### src/rtl/mdrop_pkg.sv
package mdrop_pkg;

    // Per-character status carried alongside the data bits.
    typedef struct packed {
        logic tag;   // address/data tag, occupies the parity-error slot
        logic ferr;  // framing error
        logic brk;   // break
    } rx_stat_t;

    localparam int STAT_W = $bits(rx_stat_t);

    // A character is kept when the receiver listens, or when it is an address.
    function automatic logic keep_char(input logic en, input logic tag);
        return en | tag;
    endfunction

endpackage

### src/rtl/mdrop_accept.sv
module mdrop_accept (
    input  logic in_vld,
    input  logic en,
    input  logic tag,
    input  logic fifo_full,
    input  logic pop_eff,
    output logic push,
    output logic ovr_evt
);
    import mdrop_pkg::*;

    logic keep;

    always_comb begin
        keep    = in_vld & keep_char(en, tag);
        push    = keep & (~fifo_full | pop_eff);
        ovr_evt = keep & fifo_full & ~pop_eff;
    end
endmodule

### src/rtl/mdrop_fifo.sv
module mdrop_fifo #(
    parameter int W     = 11,
    parameter int DEPTH = 4,
    localparam int AW   = $clog2(DEPTH),
    localparam int OW   = AW + 1
) (
    input  logic          clk,
    input  logic          rst,
    input  logic          push,
    input  logic          pop,
    input  logic [W-1:0]  wdata,
    output logic [W-1:0]  rdata,
    output logic          empty,
    output logic          full,
    output logic [OW-1:0] occ
);
    logic [W-1:0]  mem [DEPTH];
    logic [AW-1:0] wptr, rptr;
    logic          do_pop;

    assign do_pop = pop & ~empty;
    assign empty  = (occ == '0);
    assign full   = (occ == OW'(DEPTH));
    assign rdata  = mem[rptr];

    always_ff @(posedge clk) begin
        if (rst) begin
            wptr <= '0;
            rptr <= '0;
            occ  <= '0;
        end else begin
            if (push) begin
                mem[wptr] <= wdata;
                wptr      <= wptr + 1'b1;
            end
            if (do_pop) rptr <= rptr + 1'b1;
            case ({push, do_pop})
                2'b10:   occ <= occ + 1'b1;
                2'b01:   occ <= occ - 1'b1;
                default: occ <= occ;
            endcase
        end
    end
endmodule

### src/rtl/mdrop_tx_hold.sv
module mdrop_tx_hold #(
    parameter int DW = 8
) (
    input  logic          clk,
    input  logic          rst,
    input  logic          load,
    input  logic [DW-1:0] ldata,
    input  logic          mode_addr,
    input  logic          take,
    output logic          hvld,
    output logic [DW-1:0] hdata,
    output logic          htag
);
    always_ff @(posedge clk) begin
        if (rst) begin
            hvld  <= 1'b0;
            hdata <= '0;
            htag  <= 1'b0;
        end else if (load) begin
            hvld  <= 1'b1;
            hdata <= ldata;
            htag  <= mode_addr;
        end else if (take) begin
            hvld  <= 1'b0;
        end
    end
endmodule

### src/rtl/mdrop_rx_filter.sv
module mdrop_rx_filter #(
    parameter int DW    = 8,
    parameter int DEPTH = 4
) (
    input  logic          clk,
    input  logic          rst,
    input  logic          rx_en,
    input  logic          rx_vld,
    input  logic [DW-1:0] rx_data,
    input  logic          rx_tag,
    input  logic          rx_ferr,
    input  logic          rx_brk,
    input  logic          rd_pop,
    output logic          rd_rdy,
    output logic          rd_full,
    output logic [DW-1:0] rd_data,
    output logic          rd_tag,
    output logic          rd_ferr,
    output logic          rd_brk,
    output logic          ovr_flag,
    input  logic          ovr_clr,
    input  logic          tx_mode_addr,
    input  logic          tx_load,
    input  logic [DW-1:0] tx_data_in,
    input  logic          tx_take,
    output logic          tx_vld,
    output logic [DW-1:0] tx_data,
    output logic          tx_tag
);
    import mdrop_pkg::*;

    localparam int EW = DW + STAT_W;
    localparam int OW = $clog2(DEPTH) + 1;

    rx_stat_t      in_stat, head_stat;
    logic [EW-1:0] wr_word, rd_word;
    logic          push, ovr_evt, empty, pop_eff;
    logic [OW-1:0] occ;

    assign in_stat = '{tag: rx_tag, ferr: rx_ferr, brk: rx_brk};
    assign wr_word = {rx_data, in_stat};
    assign pop_eff = rd_pop & ~empty;

    mdrop_accept u_acc (
        .in_vld   (rx_vld),
        .en       (rx_en),
        .tag      (rx_tag),
        .fifo_full(rd_full),
        .pop_eff  (pop_eff),
        .push     (push),
        .ovr_evt  (ovr_evt)
    );

    mdrop_fifo #(.W(EW), .DEPTH(DEPTH)) u_fifo (
        .clk  (clk),
        .rst  (rst),
        .push (push),
        .pop  (rd_pop),
        .wdata(wr_word),
        .rdata(rd_word),
        .empty(empty),
        .full (rd_full),
        .occ  (occ)
    );

    assign head_stat = rx_stat_t'(rd_word[STAT_W-1:0]);
    assign rd_data   = rd_word[EW-1:STAT_W];
    assign rd_tag    = head_stat.tag;
    assign rd_ferr   = head_stat.ferr;
    assign rd_brk    = head_stat.brk;
    assign rd_rdy    = ~empty;

    always_ff @(posedge clk) begin
        if (rst)          ovr_flag <= 1'b0;
        else if (ovr_evt) ovr_flag <= 1'b1;
        else if (ovr_clr) ovr_flag <= 1'b0;
    end

    mdrop_tx_hold #(.DW(DW)) u_tx (
        .clk      (clk),
        .rst      (rst),
        .load     (tx_load),
        .ldata    (tx_data_in),
        .mode_addr(tx_mode_addr),
        .take     (tx_take),
        .hvld     (tx_vld),
        .hdata    (tx_data),
        .htag     (tx_tag)
    );
endmodule

### config.mk
export PLATFORM = sky130hd
export DESIGN_NAME = mdrop_rx_filter
export DESIGN_NICKNAME = d
export VERILOG_FILES = /design/src/rtl/mdrop_pkg.sv /design/src/rtl/mdrop_accept.sv /design/src/rtl/mdrop_fifo.sv /design/src/rtl/mdrop_tx_hold.sv /design/src/rtl/mdrop_rx_filter.sv
export SDC_FILE = /design/constraint.sdc
export NUM_CORES = 1
export LEC_CHECK = 0
export BUFFER_PORTS_ARGS = -buffer_cell sky130_fd_sc_hd__buf_2
export CORE_UTILIZATION = 53
export DETAILED_ROUTE_END_ITERATION = 12
export GPL_TIMING_DRIVEN = 0
export HOLD_SLACK_MARGIN = 0.15
export PLACE_DENSITY_LB_ADDON = 0.1
export SLEW_MARGIN = 30
export SYNTH_ARGS = -nofsm -noshare
export SYNTH_HDL_FRONTEND = slang
export SYNTH_SLANG_ARGS = --single-unit
### constraint.sdc
create_clock -name clk -period 2.6 [get_ports clk]
set_input_delay 0.52 -clock clk [delete_from_list [all_inputs] [get_ports clk]]
set_output_delay 0.52 -clock clk [all_outputs]
set_load 0.05 [all_outputs]
# --- Yosys cells after proc, flatten, opt, wreduce, memory -nomap -nowiden ---
# Memory sizes are Yosys's and may differ from the RTL's. A register that Yosys moved wholly into a read port is not among the register bits.
# Index checks and enable logic that the tools add are counted.
# Widths: inputs -> output; s select.
totals:
  regBits: 18
  ramBits: 44
  in_bits: 28
  n_memories: 1
memory_table:
  columns: ["name", "words", "width", "rd", "rd_clocked_by_memory_dff", "write_ports", "line_no", "source"]
  rows:
  - ["u_fifo.mem", 4, 11, 1, 1, 1, "mdrop_fifo.sv:17", "logic [W-1:0] mem [DEPTH];"]
op_classes:
  add_sub_neg: 4
  eq_ne: 3
  mux: 10
  bitwise_logic: 10
  reduce_logical: 4
op_table:
  columns: ["cell", "count"]
  rows:
  - ["$mux 1", 7]
  - ["$pmux 3 s2", 1]
  - ["$reduce_bool 2->1", 3]
  - ["$and 1x1->1", 5]
  - ["$add 2x1->2 const B", 2]
  - ["$mux 2", 2]
  - ["$add 3x1->3 const B", 1]
  - ["$eq 3x3->1 const B", 1]
  - ["$logic_not 3->1", 1]
  - ["$not 1->1", 3]
  - ["$sub 3x1->3 const B", 1]
  - ["$eq 2x1->1 const B", 1]
  - ["$eq 2x2->1 const B", 1]
  - ["$or 1x1->1", 2]

# --- Depth between registers and ports, before layout ---
# Gate-level depths: netlist of run 1.
logic_depth:
  depth_word: 8
  ltp_mapped: 9
  ltp_nobuf: 9

# --- By module ---
# Synthesis of run 1 repeated with hierarchy kept, for this count alone.
hier_totals:
  cells_unflattened: 151
  area_unflattened_um2: 2472.4
by_module_without_submodules:
  columns: ["module", "instances", "cells_each", "area_per_inst_um2"]
  rows:
  - ["mdrop_fifo", 1, 108, 2038.2]
  - ["mdrop_tx_hold", 1, 33, 355.3]
  - ["mdrop_rx_filter", 1, 6, 48.8]
  - ["mdrop_accept", 1, 4, 30.0]

# --- Least setup slack after synthesis of run 1 ---
# Ideal clock, no wire load.
synth_path:
  path_kind: "input to register"
  start: "input port rd_pop"
  end: "register u_fifo.occ[2]"
  setup_time_ns: 0.071
  arrival_ns: 2.075
  setup_slack_ns: 0.454
  stages: 9
  n_path_buf: 0
  cell_sequence: "nor4b_4 nor2_2 inv_1 ha_1 inv_1 fa_1 xor2_1 or3_1 a21oi_1"
synth_via:
  elab_chain_cells: 5
synth_rtl:
  columns: ["element", "line_no", "source"]
  rows:
  - ["from (decl)", "mdrop_rx_filter.sv:13", "input logic rd_pop,"]
  - ["$and 1x1->1 (*)", "mdrop_fifo.sv:21, mdrop_rx_filter.sv:42", null]
  - ["$or 1x1->1", "mdrop_accept.sv:16", "push = keep & (~fifo_full | pop_eff);"]
  - ["$and 1x1->1", "mdrop_accept.sv:16", null]
  - ["$eq 2x1->1 or $eq 2x2->1 (tied branches)", "mdrop_fifo.sv:37", "case ({push, do_pop})"]
  - ["$pmux 3 s2 or $reduce_bool 2->1 (tied branches)", null, null]
  - ["to (signal assigned)", "mdrop_fifo.sv:38", "2'b10: occ <= occ + 1'b1;"]
  - ["to (signal assigned)", "mdrop_fifo.sv:39", "2'b01: occ <= occ - 1'b1;"]
  - ["to (decl)", "mdrop_fifo.sv:15", "output logic [OW-1:0] occ"]
# Mark *: on every way between the ends. The rest lies on a longest branch, timed or not.
# A chain may end at the register's enable or synchronous reset.

==> qor.yml, run 1 <==
status:
  status: "completed"
critical_path:
  cpPeakStageDelay_ps: 560
  critPathSlowestCell: "mux4_2"
  crit_top_cell: "buf_2"
  crit_type: "register to primary output"
  worst_setup_path_start_kind: "register"
  crit_family: "buffers and inverters"
  end_kind: "primary output"
  path_buf_inv: 2
  cp.arrival_ps: 1820
  required_ps: 2080
  path_cells: "buf_2, mux4_2, buf_2"
  reg2reg_slack_ps: 370
  critPathMaxFanout: 10
clock_network:
  ctsHoldBuffers: 0
  clock_path_buffers: 2
  htree_levels: 3
  cts_root_buffer: "clkbuf_8"
  clock_latency_ps: 320
  post_cts_resized: 0
  numCtsBuffers: 9
  post_cts_buffers: 0
  cts.clk_slew.worst_paths_ps: 60
  cts.sinks: 64
  cts_tree: "done"
synthesis:
  synth_largest_area_cell: "edfxtp_1"
  synth-compound-area-share_pct: 2.23
  synth-xor-area-share_pct: 1.42
  synth_fa_ha_area_share_pct: 3.34
  ys_types: 25
  synth_area_mm2: 0.00247
  syn_nets: 182
  synth_seq_area_share_pct: 69.7
  ys_ff_latch: 64
  synth.top_cell.area_share_pct: 53.5
  syn_inst: 148
  yosys.area_share.simple_pct: 6.69
  synth_top_family_by_area: "multiplexers"
  synth_area_leaders: "edfxtp_1 53%, dfxtp_1 16%, mux4_2 10%"
  yosys_warnings: 0
  syn_avg_cell_area_um2: 16.7
  muxShareOfSynthArea_pct: 14.7
floorplanning:
  die_x_um: 70.3
  coreArea_mm2: 0.00441
  die_height_um: 70.3
  io_pins: 52
  die-area_mm2: 0.00494
  initial_utilization_pct: 56.0
  row_count: 24
routing:
  vias: 1384
  viasPerCell: 5.20
  first_pass_iters: 4
  ant_nets: 0
  wl_per_cell_um: 14.8
  drtIter0Drc: 83
  wirelength_um: 3930
  drc: 0
layout:
  antennaDiodeCount: 0
  final_nets: 243
  drive_gt1_share_pct: 36.9
  final_util_pct: 66.6
  syn2layout_area_growth_pct: 19.0
  fill_cells: 330
  final_cell_area_mm2: 0.00294
  layout.cells.non_filler: 266
global_route:
  antenna_found_initial: 0
  grt.total_usage_pct: 18.3
  grt_pass1_wl_um: 6620
  use_met1_pct: 21.3
  grt.met3_usage_pct: 5.48
  grt.busiest_layer: "met2"
  grt_max_degree: 12
  first_global_vias: 1420
  gr-total-overflow: 0
  met2_usage_pct: 29.9
power:
  clkPwrFrac_pct: 24.4
  leakagePower_nw: 1.15
  p_sw_share_pct: 34.8
  cellInternalPower_mw: 1.79
  combPwrFrac_pct: 31.0
  ir_drop_mv: 0.640
  pwr_density_cell_mw_per_mm2: 934
  p_sw_mw: 0.955
  seqPwrFrac_pct: 44.6
timing:
  hold_viol: 0
  fmax_mhz: 428
  fin_crit_sh_pct: 89.8
  rsz0062_at_grt: "no"
  maxSlewHeadroom_pct: 58.8
  post-route-min-period_ps: 2340
  timing.clock.skew_ps: 6.11
  worstMarginPinSlew_ps: 617
  report.final.setup_viol: 0
  maxSlewViolCount: 0
  tns_ps: 0
placed_design:
  dp_hpwl_um: 2800
  place_area_mm2: 0.00279
  io_buffers: 50
  gp_congestion: 0.650
  post-place-cells: 250
run:
  drv_cap: 0
min_path:
  hp-class: "input port to register"
## placed cells by master, fill, tap and decap left out, types with 2 or more instances in the layout
cell,count
xor2_1,3
edfxtp_1,44
buf_2,52
dfxtp_1,20
ha_1,5
mux4_2,11
clkbuf_8,9
clkinv_2,4
nor2_1,18
o21ai_0,2
mux2i_1,10
clkbuf_1,5
inv_1,7
nand2b_1,3
a21oi_1,4
and2_1,4
or3_1,2
## synth_stat cells
cell,count
mux2_4,1
o21ai_0,2
o311ai_0,1
or3_1,2
mux4_2,11
o31a_1,1
nand2b_1,3
fa_1,1
edfxtp_1,44
nor2_2,1
inv_1,7
nor3_1,1
dfxtp_1,20
and2_1,4
xor2_1,3
buf_2,2
xnor2_1,1
o211ai_1,1
ha_1,5
nor2_1,18
a21oi_1,4
clkbuf_1,3
and3_1,1
nor4b_4,1
mux2i_1,10
## through the flow
stage | hold WS, ps | total power [mW] | setup slack (ps)
3_5_place_dp | 475 | 2.11 | 199
5_1_grt | 396 | 2.87 | 145
6_report | 411 | 2.75 | 265
3_3_place_gp | 455 | 2.09 | 221
4_1_cts | 390 | 2.78 | 207
2_1_floorplan | 481 | 1.93 | 454
## cell families (layout without fill, tap and decap cells)
logic type / after synthesis / in the layout
buf+inv: 12 / 78
mux: 22 / 22
simple gates: 31 / 31
fa+ha+maj: 6 / 6
flops: 64 / 64
compound gates: 9 / 9
xor+xnor: 4 / 4
## power groups by stage
stage	combinational, mW	sequential (mW)	clock, mW
detailed placement	0.860	1.25	0
global route	0.908	1.24	0.726
floorplan	0.665	1.27	0
global placement	0.846	1.24	0
CTS	0.861	1.23	0.695
finish	0.850	1.23	0.670
## worst paths after layout
kind / startpoint / endpoint / depth (start not counted)
worst min-delay path: rx_data[3] / u_fifo.mem[2][6]$_DFFE_PP_ / 1
worst min register to register: ovr_flag$_SDFFE_PP0P_ / ovr_flag$_SDFFE_PP0P_ / 2
worst max-delay path: register / rd_tag / 3
worst max register to register: u_fifo.occ[0]$_SDFFE_PP0P_ / u_fifo.occ[2]$_SDFFE_PP0P_ / 9
## flip-flops by register name, indices dropped and copies added (netlist names), named ones only
signal	cells
ovr_flag	1
u_fifo.mem	44
u_fifo.occ	3
u_fifo.rptr	2
u_fifo.wptr	2
u_tx.hdata	8
u_tx.htag	1
u_tx.hvld	1
## worst reg2reg max path: stages, from the launching register on
cell and delay [ps]:
dfxtp_1 380, nor4b_4 390, nor2_2 120, inv_1 70, ha_1 180, inv_1 60, fa_1 370, xor2_1 150
or3_1 310, a21oi_1 140
## layer usage
metal / vias to the layer above / part of all wire, %
met5: - / 0
met4: 0 / 2.3
met3: 9 / 4.0
met2: 41 / 52
met1: 663 / 42
li1: 671 / -
## final cells by class
cell class	instances	area [µm²]	area share, %
clock buffer	11	131	4.47
inverter	7	26.3	0.894
multi-input combinational	72	701	23.8
sequential	64	1720	58.6
tap	52	65.1	2.21
clock inverter	5	23.8	0.809
buffer	5	21.3	0.723
timing repair buffer	50	250	8.51
No activity file was read; power rests on OpenSTA's default activity.
==> run 2: changes to the inputs <==
--- a/config.mk
+++ b/config.mk
@@ -7,6 +7,7 @@
 export LEC_CHECK = 0
 export BUFFER_PORTS_ARGS = -buffer_cell sky130_fd_sc_hd__buf_2
 export CORE_UTILIZATION = 53
+export CTS_BUF_LIST = sky130_fd_sc_hd__clkbuf_8 sky130_fd_sc_hd__clkbuf_16
 export DETAILED_ROUTE_END_ITERATION = 12
 export GPL_TIMING_DRIVEN = 0
 export HOLD_SLACK_MARGIN = 0.15
==> qor.yml, run 2 (synthesis gave the netlist of run 1 again) <==
routing:
  drc: 0  # unchanged
  ant_nets: 0  # unchanged
  wirelength_um: 3930  # unchanged
  wl_per_cell_um: 14.8  # unchanged
  vias: 1384  # unchanged
  drtIter0Drc: 83  # unchanged
  first_pass_iters: 4  # unchanged
  viasPerCell: 5.20  # unchanged
clock_network:
  cts_root_buffer: "clkbuf_8"
  cts.clk_slew.worst_paths_ps: 60  # about the same
  htree_levels: 3  # unchanged
  cts_tree: "done"
  clock_latency_ps: 320  # about the same
  clock_path_buffers: 2  # unchanged
  ctsHoldBuffers: 0  # unchanged
  post_cts_buffers: 0  # unchanged
  post_cts_resized: 0  # unchanged
  cts.sinks: 64  # unchanged
  numCtsBuffers: 9  # unchanged
floorplanning:
  die-area_mm2: 0.00494  # unchanged
  io_pins: 52  # unchanged
  die_x_um: 70.3  # unchanged
  coreArea_mm2: 0.00441  # unchanged
  initial_utilization_pct: 56.0  # unchanged
  row_count: 24  # unchanged
  die_height_um: 70.3  # unchanged
critical_path:
  reg2reg_slack_ps: 370  # about the same
  cp.arrival_ps: 1820  # about the same
  crit_top_cell: "buf_2"
  crit_type: "register to primary output"
  cpPeakStageDelay_ps: 560  # about the same
  crit_family: "buffers and inverters"
  r2r_start: "u_fifo.occ[0]$_SDFFE_PP0P_"
  critPathSlowestCell: "mux4_2"
  worst_setup_path_start_kind: "register"
  r2r-end: "u_fifo.occ[2]$_SDFFE_PP0P_"
  path_buf_inv: 2  # unchanged
  required_ps: 2080  # about the same
  path_cells: "buf_2, mux4_2, buf_2"
  critPathMaxFanout: 10  # unchanged
  end_kind: "primary output"
  r2r_cells: 9  # unchanged
run:
  drv_cap: 0  # unchanged
layout:
  fill_cells: 330  # unchanged
  biggestRegsByFlops: "u_fifo.mem (44), u_tx.hdata (8), u_fifo.occ (3)"
  largest_register_ffs: 44  # unchanged
  syn2layout_area_growth_pct: 19.0  # unchanged
  drive_gt1_share_pct: 36.9  # unchanged
  final_common_cell: "buf_2"
  antennaDiodeCount: 0  # unchanged
  final_nets: 243  # unchanged
  top_register: "u_fifo.mem"
  layout_common_cells: "52 x buf_2, 44 x edfxtp_1, 20 x dfxtp_1, 18 x nor2_1, 11 x mux4_2"
timing:
  fin_crit_sh_pct: 89.8  # about the same
  tns_ps: 0  # unchanged
  worstMarginPinSlew_ps: 617  # unchanged
  maxSlewHeadroom_pct: 58.8  # unchanged
  hold_viol: 0  # unchanged
  post-route-min-period_ps: 2340  # +0.364 ps
  fmax_mhz: 428  # about the same
  timing.clock.skew_ps: 6.40  # +0.293 ps
  report.final.setup_viol: 0  # unchanged
  rsz0062_at_grt: "no"
  maxSlewViolCount: 0  # unchanged
min_path:
  min_to: "u_fifo.mem[2][6]$_DFFE_PP_"
  hp-class: "input port to register"
  min_from: "rx_data[3]"
  holdPathStages: 1  # unchanged
status:
  status: "completed"
global_route:
  grt_max_degree: 12  # unchanged
  grt.total_usage_pct: 18.3  # unchanged
  first_global_vias: 1420  # unchanged
  gr-total-overflow: 0  # unchanged
  antenna_found_initial: 0  # unchanged
  grt_pass1_wl_um: 6620  # unchanged
placed_design:
  dp_hpwl_um: 2800  # unchanged
  io_buffers: 50  # unchanged
  gp_congestion: 0.650  # unchanged
power:
  p_sw_share_pct: 34.9  # +0.11 points
  cellInternalPower_mw: 1.78  # -0.44%
  seqPwrFrac_pct: 44.8  # +0.2 points
  pwr_density_cell_mw_per_mm2: 931  # -0.27%
  combPwrFrac_pct: 31.0  # about the same
  clkPwrFrac_pct: 24.2  # -0.2 points
  p_sw_mw: 0.956  # about the same
  ir_drop_mv: 0.640  # about the same
  power_mw: 2.74  # -0.27%
  leakagePower_nw: 1.15  # +0.72%
## run 2: cell count changes in the layout (fill, tap and decap cells not counted), sizes merged
cell	before	now
clkbuf	14	12
inv	7	9
## run 2: worst max path at each step
stage / to / cells past startpoint / startpoint
after floorplan: u_fifo.occ[2]$_SDFFE_PP0P_ / 9 / rd_pop
after global placement: u_fifo.occ[2]$_SDFFE_PP0P_ / 10 / rd_pop
after detailed placement: u_fifo.occ[2]$_SDFFE_PP0P_ / 10 / rd_pop
after CTS: rd_tag / 3 / register
after global routing: rd_tag / 3 / register
final: rd_tag / 3 / register
## run 2: metal layers
layer  track usage, %  share of wire (%)  wire [µm]  up-vias
met3             5.48                4.0        159        9
met4             10.7                2.3         89        0
met5                0                  0          0        -
met2             29.9                 52       2040       41
li1                 -                  -          -      671
met1             21.3                 42       1640      663
## run 2: area by class of cell
type	count	area (µm²)	area share, %
plain buffers	5	21.3	0.723
clock buffers	9	124	4.21
clock inverters	7	31.3	1.06
inverters	7	26.3	0.894
multi-input cells	72	701	23.8
flip-flops and latches	64	1720	58.6
well taps	52	65.1	2.21
repair buffers	50	250	8.51
## run 2: stage by stage
step	hold slack, ps	cells	instance area, µm²	utilization (%)	worst slack [ps]
CTS	390	266	2940	66.6	206
floorplan	481	148	2470	-	454
detailed placement	475	250	2790	63.1	199
finish	411	266	2940	66.6	264
global placement	455	250	2790	63.1	221
global route	396	266	2940	66.6	144
## run 2: worst reg2reg max path: cells and delay by family, from the launching register on
family	cells	cell delay, ps
adder cells (fa/ha/maj)	2	550
XOR/XNOR	1	150
AND/OR/NAND/NOR	3	820
buffers and inverters	2	130
AO/OA/AOI/OAI	1	140
flip-flops	1	380
## run 2: power by group through the flow
stage | Sequential, mW | Combinational (mW) | Clock, mW
3_5_place_dp | 1.25 | 0.860 | 0
5_1_grt | 1.24 | 0.908 | 0.718
4_1_cts | 1.23 | 0.861 | 0.687
6_report | 1.23 | 0.850 | 0.663
3_3_place_gp | 1.24 | 0.846 | 0
2_1_floorplan | 1.27 | 0.665 | 0
==> run 3: changes to the inputs <==
--- a/config.mk
+++ b/config.mk
@@ -9,10 +9,11 @@
 export CORE_UTILIZATION = 53
 export CTS_BUF_LIST = sky130_fd_sc_hd__clkbuf_8 sky130_fd_sc_hd__clkbuf_16
 export DETAILED_ROUTE_END_ITERATION = 12
-export GPL_TIMING_DRIVEN = 0
+export GPL_TIMING_DRIVEN = 1
 export HOLD_SLACK_MARGIN = 0.15
 export PLACE_DENSITY_LB_ADDON = 0.1
 export SLEW_MARGIN = 30
 export SYNTH_ARGS = -nofsm -noshare
 export SYNTH_HDL_FRONTEND = slang
+export SYNTH_HIERARCHICAL = 1
 export SYNTH_SLANG_ARGS = --single-unit
==> qor.yml, run 3 <==
status:
  status: "completed"
critical_path:
  required_ps: 2850  # +770 ps
  crit_type: "register to register"
  critPathSlowestCell: "fa_1"
  path_cells: "nor3_2, nor2b_1, inv_1, a21oi_1, inv_1, ha_1, inv_1, fa_1, xor2_1, or3_1, a21oi_1"
  end_kind: "register"
  r2r_cells: 11  # +2
  cp.arrival_ps: 2610  # +790 ps
  cpPeakStageDelay_ps: 400  # -160 ps
  critPathMaxFanout: 5  # -5
  worst_setup_path_start_kind: "register"
  crit_top_cell: "inv_1"
timing:
  rsz0062_at_grt: "no"
  post-route-min-period_ps: 2350  # +19.1 ps
  maxSlewViolCount: 0  # unchanged
  hold_viol: 0  # unchanged
  fmax_mhz: 425  # -0.81%
  maxSlewHeadroom_pct: 61.3  # +2.5 points
  timing.clock.skew_ps: 4.50  # -1.90 ps
  fin_crit_sh_pct: 90.6  # +0.74 points
  tns_ps: 0  # unchanged
  report.final.setup_viol: 0  # unchanged
  worstMarginPinSlew_ps: 579  # -38.1 ps
layout:
  layout_common_cells: "51 x buf_2, 44 x edfxtp_1, 20 x dfxtp_1, 17 x nor2_1, 14 x inv_1"
  top_register: "u_fifo/mem"
  fill_cells: 317  # -3.9%
  multi_input_area_um2: 678  # -3.2%
  final_util_pct: 68.3  # +1.7 points
  seqCellArea_mm2: 0.00172  # unchanged
  antennaDiodeCount: 0  # unchanged
  final_nets: 248  # +2.1%
  largest_register_ffs: 44  # unchanged
  final_common_cell: "buf_2"
  biggestRegsByFlops: "u_fifo/mem (44), u_tx/hdata (8), u_fifo/occ (3)"
  syn2layout_area_growth_pct: 22.0
  drive_gt1_share_pct: 38.8  # +1.9 points
global_route:
  antenna_found_initial: 0  # unchanged
  grt.total_usage_pct: 18.7  # +0.41 points
  grt_max_degree: 21  # +9
  first_global_vias: 1436  # +1.1%
  grt_pass1_wl_um: 6720  # +1.4%
  gr-total-overflow: 0  # unchanged
routing:
  first_pass_iters: 4  # unchanged
  wl_per_cell_um: 15.6  # +5.3%
  viasPerCell: 5.25  # +0.85%
  vias: 1422  # +2.7%
  drtIter0Drc: 75  # -9.6%
  wirelength_um: 4220  # +7.3%
  drc: 0  # unchanged
  ant_nets: 0  # unchanged
synthesis:
  synth_area_leaders: "edfxtp_1 53%, dfxtp_1 16%, mux4_2 10%"
  synth_area_mm2: 0.00247  # +0.10%
  ys_types: 27  # +8.0%
  synthArstFlopShare_pct: 0  # unchanged
  synth_seq_area_share_pct: 69.6  # -0.071 points
  yosysMostFrequentCell: "edfxtp_1"
  synth.top_cell.area_share_pct: 53.4  # -0.054 points
  synth_largest_area_cell: "edfxtp_1"
  yosys_warnings: 6  # +6
  synthTopCellsByCount: "44 x edfxtp_1, 20 x dfxtp_1, 17 x nor2_1"
  syn_inst: 151  # +2.0%
  syn_avg_cell_area_um2: 16.4  # -1.9%
  ys.flop_type: "edfxtp_1"
  synth_edf_count: 44  # unchanged
  ys_ff_latch: 64  # unchanged
  syn_nets: 185  # +1.6%
floorplanning:
  io_pins: 52  # unchanged
  die_height_um: 70.3  # about the same
  die_x_um: 70.3  # about the same
  die-area_mm2: 0.00494  # about the same
  coreArea_mm2: 0.00441  # unchanged
  row_count: 24  # unchanged
  initial_utilization_pct: 56.0  # +0.057 points
placed_design:
  dp_hpwl_um: 2930  # +4.7%
  io_buffers: 51  # +2.0%
  gp_congestion: 0.762  # +17%
clock_network:
  htree_levels: 3  # unchanged
  cts.clk_slew.worst_paths_ps: 70  # about the same
  numCtsBuffers: 9  # unchanged
  ctsHoldBuffers: 0  # unchanged
  cts_tree: "done"
  clock_path_buffers: 2  # unchanged
  cts.sinks: 64  # unchanged
  clock_latency_ps: 320  # about the same
  cts_root_buffer: "clkbuf_8"
  post_cts_buffers: 0  # unchanged
  post_cts_resized: 0  # unchanged
power:
  pwr_density_cell_mw_per_mm2: 995  # +6.8%
  ir_drop_mv: 0.667  # +4.2%
  leakagePower_nw: 1.21  # +5.1%
run:
  drv_cap: 0  # unchanged
min_path:
  holdPathStages: 1  # unchanged
  hp-class: "input port to register"
-- run 3: worst max-delay path: cells and delay by family, from the launching register on --
family / cells / cell delay, ps
AND/OR/NAND/NOR: 3 / 690
adder cells (fa/ha/maj): 2 / 610
flip-flops: 1 / 340
AO/OA/AOI/OAI: 2 / 240
buffers and inverters: 3 / 240
XOR/XNOR: 1 / 170
-- run 3: cell families (layout without fill, tap and decap cells) --
logic type	Yosys count	in the layout	share of synthesized area (%)
flip-flops	64	64	69.6
AND/OR/NAND/NOR	30	30	5.97
multiplexers	21	21	14.1
buffers and inverters	16	84	3.14
AO/OA/AOI/OAI	10	10	2.43
adder cells (fa/ha/maj)	6	6	3.34
XOR/XNOR	4	4	1.42
-- run 3: worst paths after layout --
| path | start | to | slack, ps |
|---|---|---|---|
| hold reg to reg | u_tx/hvld$_SDFFE_PP0P_ | u_tx/hvld$_SDFFE_PP0P_ | 490 |
| hold / removal | rx_data[1] | u_fifo/mem[3][4]$_DFFE_PP_ | 410 |
| setup reg to reg | u_fifo/occ[2]$_SDFFE_PP0P_ | u_fifo/occ[2]$_SDFFE_PP0P_ | 250 |
| setup / recovery | u_fifo/occ[2]$_SDFFE_PP0P_ | u_fifo/occ[2]$_SDFFE_PP0P_ | 250 |
-- run 3: report_power, final --
group          switching (mW)  internal [mW]
registers              0.0564           1.17
clock network           0.344          0.515
logic                   0.605          0.308
total                    1.01           1.99
-- run 3: metal layers --
metal | track usage, % | wire length [µm]
met4 | 8.00 | 75
met1 | 21.2 | 1760
met5 | 0 | 0
met3 | 5.77 | 141
met2 | 32.5 | 2240
-- run 3: layout make-up --
cell class | count | share of cell area [%]
Clock buffer | 11 | 5.39
Clock inverter | 5 | 1.54
Inverter | 11 | 1.37
Multi-Input combinational cell | 71 | 22.5
Sequential cell | 64 | 57.1
Tap cell | 52 | 2.16
Timing Repair Buffer | 57 | 9.96
-- run 3: through the flow --
| stage | hold WS (ps) | setup slack, ps | power, mW | instances | cell area, µm² |
|---|---|---|---|---|---|
| after floorplan | 459 | 163 | 1.97 | 151 | 2470 |
| after global placement | 457 | 313 | 2.13 | 255 | 2800 |
| after detailed placement | 480 | 141 | 2.16 | 255 | 2800 |
| after CTS | 390 | 124 | 3.02 | 271 | 3010 |
| after global routing | 394 | 81.8 | 3.13 | 271 | 3020 |
| final | 407 | 245 | 3.00 | 271 | 3020 |
